--- config.mk ---
export PLATFORM = sky130hd
export DESIGN_NAME = med3_cell
export DESIGN_NICKNAME = d
export VERILOG_FILES = /design/src/rtl/med3_pkg.sv /design/src/rtl/med3_ring_cmp.sv /design/src/rtl/med3_decide.sv /design/src/rtl/med3_route.sv /design/src/rtl/med3_cell.sv
export SDC_FILE = /design/constraint.sdc
export NUM_CORES = 1
export LEC_CHECK = 0
export CORE_MARGIN = 2
export CORE_UTILIZATION = 35
export CTS_CLUSTER_SIZE = 14
export DETAILED_ROUTE_END_ITERATION = 16
export SKIP_CTS_REPAIR_TIMING = 1
export SYNTH_ARGS = -nofsm -noshare
export SYNTH_HDL_FRONTEND = slang
export SYNTH_SLANG_ARGS = --single-unit
--- constraint.sdc ---
create_clock -name clk -period 2.8 [get_ports clk]
set_input_delay 0.28 -clock clk [delete_from_list [all_inputs] [get_ports clk]]
set_output_delay 0.28 -clock clk [all_outputs]
set_load 0.01 [all_outputs]
--- src/rtl/med3_pkg.sv ---
// Package: shared constants and types for the three-input median cell.
// Assumes exactly three inputs; the ring comparison scheme depends on it.
package med3_pkg;
    localparam int unsigned NUM_IN = 3;
    typedef logic [NUM_IN-1:0] pick_t;
endpackage

--- src/rtl/med3_ring_cmp.sv ---
// Ring comparator: beat[j] is 1 when input j ranks above input (j+1)%3.
// Ties rank the lower index higher, so the three bits form a strict order.
// Assumes unsigned words.
module med3_ring_cmp
    import med3_pkg::*;
#(
    parameter int unsigned W = 8
) (
    input  logic [NUM_IN-1:0][W-1:0] words,
    output pick_t                    beat
);
    for (genvar j = 0; j < NUM_IN; j++) begin : g_cmp
        localparam int unsigned K = (j + 1) % NUM_IN;
        if (j < K) begin : g_lo_first
            // purpose: lower index wins ties against the next input
            assign beat[j] = (words[j] >= words[K]);
        end else begin : g_wrap
            // purpose: the wrapped pair must be strictly greater to win
            assign beat[j] = (words[j] > words[K]);
        end
    end
endmodule

--- src/rtl/med3_decide.sv ---
// Decision logic: per input, a two-product AND-OR over the ring bits gives
// active-low median, max and min selects. Assumes beat[] is a strict order.
module med3_decide
    import med3_pkg::*;
#(
    parameter bit EXTENDED = 1'b1
) (
    input  logic  clk,
    input  logic  rst_n,
    input  pick_t beat,
    output pick_t med_sel_n,
    output pick_t max_sel_n,
    output pick_t min_sel_n
);
    for (genvar j = 0; j < NUM_IN; j++) begin : g_sel
        localparam int unsigned P = (j + NUM_IN - 1) % NUM_IN;
        // purpose: input j sits between its ring neighbours
        assign med_sel_n[j] = ~((beat[j] & beat[P]) | (~beat[j] & ~beat[P]));
        if (EXTENDED) begin : g_ext
            // purpose: input j beats both neighbours / loses to both
            assign max_sel_n[j] = ~(beat[j] & ~beat[P]);
            assign min_sel_n[j] = ~(~beat[j] & beat[P]);
        end else begin : g_base
            assign max_sel_n[j] = 1'b1;
            assign min_sel_n[j] = 1'b1;
        end
    end

    AST_MED_SEL_ONE: assert property (@(posedge clk) disable iff (!rst_n)
        $countones(~med_sel_n) == 1);
    if (EXTENDED) begin : g_ast_ext
        AST_MAX_SEL_ONE: assert property (@(posedge clk) disable iff (!rst_n)
            $countones(~max_sel_n) == 1);
        AST_MIN_SEL_ONE: assert property (@(posedge clk) disable iff (!rst_n)
            $countones(~min_sel_n) == 1);
    end
endmodule

--- src/rtl/med3_route.sv ---
// Routing and output stage: the active-low selects gate words onto the
// outputs, which are registered when a sample is accepted.
// Assumes each select vector has exactly one low bit.
module med3_route
    import med3_pkg::*;
#(
    parameter int unsigned W = 8
) (
    input  logic                     clk,
    input  logic                     rst_n,
    input  logic                     valid_in,
    input  logic [NUM_IN-1:0][W-1:0] words,
    input  pick_t                    med_sel_n,
    input  pick_t                    max_sel_n,
    input  pick_t                    min_sel_n,
    output logic                     valid_q,
    output logic [W-1:0]             med_q,
    output logic [W-1:0]             max_q,
    output logic [W-1:0]             min_q,
    output pick_t                    pick_q
);
    logic [W-1:0] med_d, max_d, min_d;

    // purpose: AND-OR gating of each word by its active-low select
    always_comb begin
        med_d = '0;
        max_d = '0;
        min_d = '0;
        for (int j = 0; j < NUM_IN; j++) begin
            med_d = med_d | (words[j] & {W{~med_sel_n[j]}});
            max_d = max_d | (words[j] & {W{~max_sel_n[j]}});
            min_d = min_d | (words[j] & {W{~min_sel_n[j]}});
        end
    end

    // purpose: valid pipeline stage, follows valid_in every cycle
    always_ff @(posedge clk) begin
        if (!rst_n) valid_q <= 1'b0;
        else        valid_q <= valid_in;
    end

    // purpose: result registers, load on accepted sample, hold otherwise
    always_ff @(posedge clk) begin
        if (!rst_n) begin
            med_q  <= '0;
            max_q  <= '0;
            min_q  <= '0;
            pick_q <= '0;
        end else if (valid_in) begin
            med_q  <= med_d;
            max_q  <= max_d;
            min_q  <= min_d;
            pick_q <= ~med_sel_n;
        end
    end

    AST_VALID_FOLLOW: assert property (@(posedge clk) disable iff (!rst_n)
        valid_in |=> valid_q);
    AST_VALID_DROP: assert property (@(posedge clk) disable iff (!rst_n)
        !valid_in |=> !valid_q);
    AST_HOLD_IDLE: assert property (@(posedge clk) disable iff (!rst_n)
        !valid_in |=> ($stable(med_q) && $stable(max_q) && $stable(min_q)));
endmodule

--- src/rtl/med3_cell.sv ---
// Top: three-input median cell with optional max/min outputs.
// Assumes unsigned words; one-cycle latency from valid_in to valid_out.
module med3_cell
    import med3_pkg::*;
#(
    parameter int unsigned W        = 8,
    parameter bit          EXTENDED = 1'b1
) (
    input  logic         clk,
    input  logic         rst_n,
    input  logic         valid_in,
    input  logic [W-1:0] in_a,
    input  logic [W-1:0] in_b,
    input  logic [W-1:0] in_c,
    output logic         valid_out,
    output logic [W-1:0] med_out,
    output logic [W-1:0] max_out,
    output logic [W-1:0] min_out,
    output logic [2:0]   med_pick
);
    logic [NUM_IN-1:0][W-1:0] words;
    pick_t beat, med_sel_n, max_sel_n, min_sel_n;

    assign words = {in_c, in_b, in_a};

    med3_ring_cmp #(.W(W)) u_cmp (.words(words), .beat(beat));

    med3_decide #(.EXTENDED(EXTENDED)) u_dec (
        .clk(clk), .rst_n(rst_n), .beat(beat),
        .med_sel_n(med_sel_n), .max_sel_n(max_sel_n), .min_sel_n(min_sel_n)
    );

    med3_route #(.W(W)) u_out (
        .clk(clk), .rst_n(rst_n), .valid_in(valid_in), .words(words),
        .med_sel_n(med_sel_n), .max_sel_n(max_sel_n), .min_sel_n(min_sel_n),
        .valid_q(valid_out), .med_q(med_out), .max_q(max_out),
        .min_q(min_out), .pick_q(med_pick)
    );

    AST_PICK_ONEHOT: assert property (@(posedge clk) disable iff (!rst_n)
        valid_out |-> $onehot0(med_pick) && (med_pick != 3'b000));
    if (EXTENDED) begin : g_ast_order
        AST_ORDERED: assert property (@(posedge clk) disable iff (!rst_n)
            valid_out |-> (max_out >= med_out) && (med_out >= min_out));
    end
endmodule

# Word-level counts from Yosys, hierarchy flattened
# Cells that the tools add are included.
[word_totals]
output_inout_bits = 28
in_bits = 27
ff_bits = 28
word_cells = 45
[classes]
bitwise_logic = 37
order_cmp = 3
[op_table]
columns = ["op", "n"]
rows = [
  ["$and A8 B8 Y8", 9],
  ["$or A8 B8 Y8", 6],
  ["$ge A8 B8 Y1", 2],
  ["$and A1 B1 Y1", 12],
  ["$gt A8 B8 Y1", 1],
  ["$not A1 Y1", 6],
  ["$not A3 Y3", 1],
  ["$or A1 B1 Y1", 3],
]

# Depth between registers and ports, before layout
[depth]
ltp_word = 7
depth_mapped = 13
depth_no_buf = 12

# Modules after synthesis
# Synthesis repeated with hierarchy kept, for this count alone.
[unflattened]
cells_unflattened = 218
area_unflattened_um2 = 1883.1
[modules_own_cells]
columns = ["module", "seq_area_each_um2", "area_each_um2", "cells_each", "instances"]
rows = [
  ["med3_route", 560.5, 1171.1, 125, 1],
  ["med3_ring_cmp", 0.0, 591.8, 75, 1],
  ["med3_decide", 0.0, 120.1, 18, 1],
]

# Worst setup path after synthesis
# No wires, ideal clock.
[synth_timing]
kind = "input port to flip-flop"
startpoint = "input in_b[0]"
endpoint = "register u_out.med_q[0]"
t_arrival_ns = 2.256
n_path_buf = 0
slack_ns = 0.430
path_stages = 10
t_required_ns = 2.685
setup_time_ns = 0.115
path_cell_list = "inv_1 -> ha_1 -> nand2b_1 -> a2111o_1 -> a31o_2 -> ha_1 -> and3_1 -> a21oi_1 -> o31ai_1 -> o21a_1"
[synth_via]
elab_chain_cells = 7
word_cells_on_any_way = 18
cone_classes = "2 x order compare; 16 x bitwise"
[synth_lines]
columns = ["item", "line", "text"]
rows = [
  ["start, declared", "med3_cell.sv:13", "input logic [W-1:0] in_b,"],
  ["$ge A8 B8 Y1", "med3_ring_cmp.sv:16", "assign beat[j] = (words[j] >= words[K]);"],
  ["$not A1 Y1", "med3_decide.sv:18", "assign med_sel_n[j] = ~((beat[j] & beat[P]) | (~beat[j] & ~beat[P]));"],
  ["$and A1 B1 Y1", "med3_decide.sv:18", ""],
  ["$or A1 B1 Y1", "med3_decide.sv:18", ""],
  ["$and A8 B8 Y8", "med3_route.sv:30", "med_d = med_d | (words[j] & {W{~med_sel_n[j]}});"],
  ["$or A8 B8 Y8", "med3_route.sv:30", ""],
  ["$or A8 B8 Y8 (*)", "med3_route.sv:30", ""],
  ["end signal, assigned", "med3_route.sv:50", "med_q <= med_d;"],
  ["end, declared", "med3_route.sv:17", "output logic [W-1:0] med_q,"],
]
# Every way passes the cells marked *; elsewhere a longest branch is shown, timed or not.
# A chain may end at the register's enable or synchronous reset.

# Worst setup path in the final report
[layout_timing]
startpoint = "input in_a[7]"
endpoint = "register u_out.med_q[4]"
[layout_via]
elab_chain_cells = 7
word_cells_on_any_way = 18
cone_classes = "2 x order compare; 16 x bitwise"
[layout_lines]
columns = ["item", "line", "text"]
rows = [
  ["start, declared", "med3_cell.sv:12", "input logic [W-1:0] in_a,"],
  ["$ge A8 B8 Y1 / $gt A8 B8 Y1 (equally long branches)", "med3_ring_cmp.sv:16, med3_ring_cmp.sv:19", ""],
  ["$not A1 Y1", "med3_decide.sv:18", ""],
  ["$and A1 B1 Y1", "med3_decide.sv:18", ""],
  ["$or A1 B1 Y1", "med3_decide.sv:18", ""],
  ["$and A8 B8 Y8", "med3_route.sv:30", ""],
  ["$or A8 B8 Y8", "med3_route.sv:30", ""],
  ["$or A8 B8 Y8 (*)", "med3_route.sv:30", ""],
]
# Marks and branches as above.

==> impl_metrics.py <==
metrics = {
    "critical_path": {
        "path_cells": "clkdlybuf4s50_1, inv_1, ha_1, nand4_1, nor2_2, and2b_2, nor2_1, ha_2, and3_1, a21oi_1, o31ai_1, o21a_1",
        "crit_buf_inv": 2,
        "startpoint": "in_a[7]",
        "crit_family": "simple AND/OR/NAND/NOR gates",
        "slowest_delay_ps": 510,
        "end_kind": "flop",
        "crit_fanout": 9,
        "worstSetupPathType": "input pin to flop",
        "r2r-start": "u_out.med_q[4]",
        "crit_path_start_kind": "input pin",
        "slowest_stage": "clkdlybuf4s50_1",
        "arrival_ps": 2820,
        "worst_ep_required_time_ps": 2990,
    },
    "synthesis": {
        "synth-edff-count": 0,
        "synth_common_cells": "nand2_1 (40), dfxtp_1 (28), inv_1 (27), ha_1 (26), nor2_1 (26)",
        "syn_inst": 265,
        "yosysMostFrequentCell": "nand2_1",
        "synth.distinct_cells": 35,
        "syn_area_um2": 2020,
        "synth_warnings": 0,
        "ys_seq_elements": 28,
        "ys_seq_area_share_pct": 27.8,
        "synth_top_area_share_pct": 27.8,
        "synth_area_leaders": "dfxtp_1 (28%), ha_1 (16%), nand2_1 (7.4%)",
        "async_flop_share_pct": 0,
        "synth_ff_type": "dfxtp_1",
        "synthesis.nets": 318,
        "postSynthAreaPerCell_um2": 7.62,
        "yosysTopAreaCell": "dfxtp_1",
    },
    "cells_and_area": {
        "multi_input_area_um2": 1330,
        "drive_gt1_share_pct": 19.7,
        "synthToLayoutAreaGrowth_pct": 54.9,
        "seqCellArea_um2": 561,
        "final_design_area_no_fill_um2": 3130,
        "nets": 424,
        "insertedDiodeCount": 0,
        "nFillCells": 541,
    },
    "timing": {
        "fmax_mhz": 380,
        "worstMarginPinSlew_ps": 516,
        "rsz0062_at_grt": "false",
        "clock_skew_ps": 0,
        "final.min_clock_period_ps": 2630,
        "setup_viol": 0,
        "hold_violations": 0,
        "slew_viol_final": 0,
        "fin_crit_sh_pct": 93.9,
        "relSlewSlack_pct": 65.5,
        "fin_tns_setup_ps": 0,
    },
    "die": {
        "fp.dieH_um": 79.9,
        "fp-row-count": 27,
        "dieArea_um2": 6390,
        "core_area_um2": 5540,
        "die_w_um": 79.9,
        "start_util_pct": 36.4,
        "io_pins": 55,
    },
    "clock_network": {
        "cts_tree": "yes",
        "clockRootBuffer": "clkbuf_8",
        "insertion_delay_ps": 280,
        "htreeDepth": 1,
        "cts_sinks": 28,
        "cts_buffers": 3,
        "clk_path_buf_depth": 2,
        "clkSlewWorstSetupHoldPaths_ps": 110,
    },
    "worst_hold_path": {
        "hold_start": "u_out.pick_q[1]",
        "hold_path_class": "flop to flop",
    },
    "job": {
        "maxCapViolCount": 0,
    },
    "global_route": {
        "grt-ovfl-total": 0,
        "grt_start_max_net_pins": 44,
        "grt_antenna_before_repair": 0,
        "grt_pass1_wl_mm": 10.3,
        "grt_use_total_pct": 20.4,
        "grt_pass1_vias": 2213,
    },
    "detailed_routing": {
        "drtAntennaViolNets": 0,
        "first_pass_iters": 4,
        "via_count": 2270,
        "first_iter_violations": 65,
        "drc_errors": 0,
        "wl_mm": 6.20,
        "wire_per_inst_um": 14.0,
        "via_per_inst": 5.14,
    },
    "pwr": {
        "power_mw": 1.34,
        "power_density_nw_per_um2": 427,
        "max-vdd-ir-drop_mv": 0.204,
        "leakage_nw": 1.46,
    },
    "placement": {
        "placement.io_buffers": 54,
        "dpl.hpwl_mm": 4.94,
        "place_area_um2": 3040,
        "place.gp.congestion": 0.829,
    },
    "run_status": {
        "status": "complete, no violations",
    },
}
[metal layers]
layer / wire length, µm / track usage [%] / up-vias
met2: 2940 / 35.3 / 52
met5: 0 / 0 / -
met1: 2930 / 26.1 / 1057
li1: - / - / 1152
met3: 232 / 2.94 / 9
met4: 98 / 6.10 / 0
[final timing paths]
| kind | endpoint | slack [ps] | cells past startpoint |
|---|---|---|---|
| setup / recovery | u_out.med_q[4] | 170 | 12 |
| hold reg to reg | u_out.pick_q[1] | 490 | 2 |
| setup reg to reg | u_out.med_q[4] | 1970 | 3 |
| hold / removal | u_out.pick_q[1] | 490 | 2 |
[metrics by stage]
stage          instances  utilization, %  hold slack (ps)  setup slack, ps
2_1_floorplan        265               -              416              430
3_3_place_gp         438            54.9              454             -224
3_5_place_dp         438            54.9              476             -252
4_1_cts              442            56.1              492             38.9
5_1_grt              442            56.4              512             9.32
6_report             442            56.4              486              171
[state kept, by name, indices dropped and copies added (netlist names)]
signal         flops
u_out.valid_q      1
u_out.max_q        8
u_out.pick_q       3
u_out.min_q        8
u_out.med_q        8
[logic make-up after synthesis]
kind of cell | Yosys count | share of synthesized area, %
compound gates | 86 | 29.5
simple gates | 85 | 18.2
buf+inv | 38 | 7.07
flops | 28 | 27.8
fa+ha+maj | 26 | 16.1
xor+xnor | 1 | 0.806
mux | 1 | 0.496
[report_power, final]
group / leakage (nW) / internal (mW) / switching [mW]
clock network: 0.0357 / 0.192 / 0.139
registers: 0.232 / 0.440 / 0.0187
logic: 1.20 / 0.288 / 0.258
total: 1.46 / 0.920 / 0.416
[layout make-up]
class | instances | share of cell area, %
tap | 72 | 2.88
multi-input combinational | 199 | 42.5
clock buffer | 3 | 1.32
sequential | 28 | 17.9
inverter | 28 | 3.36
clock inverter | 1 | 0.960
timing repair buffer | 111 | 31.1
[worst register-to-register path: cells and delay by family, from the launching register on]
family,cells,cell delay (ps)
compound gates,3,410
flops,1,320
[cells in the final DEF (no fill, tap or decap), types with 2 or more instances in the layout]
cell,instances
o21ai_0,22
clkdlybuf4s50_1,53
nand2_1,40
nor2b_1,2
ha_2,2
dfxtp_1,28
o31ai_1,7
inv_1,27
a221oi_1,15
nand4_1,4
a211o_1,2
nor2_1,25
buf_4,57
o21a_1,7
clkbuf_8,3
and3_1,7
ha_1,24
nand2b_1,2
a211oi_1,2
a21oi_1,20
No activity file was read; power rests on OpenSTA's default activity.
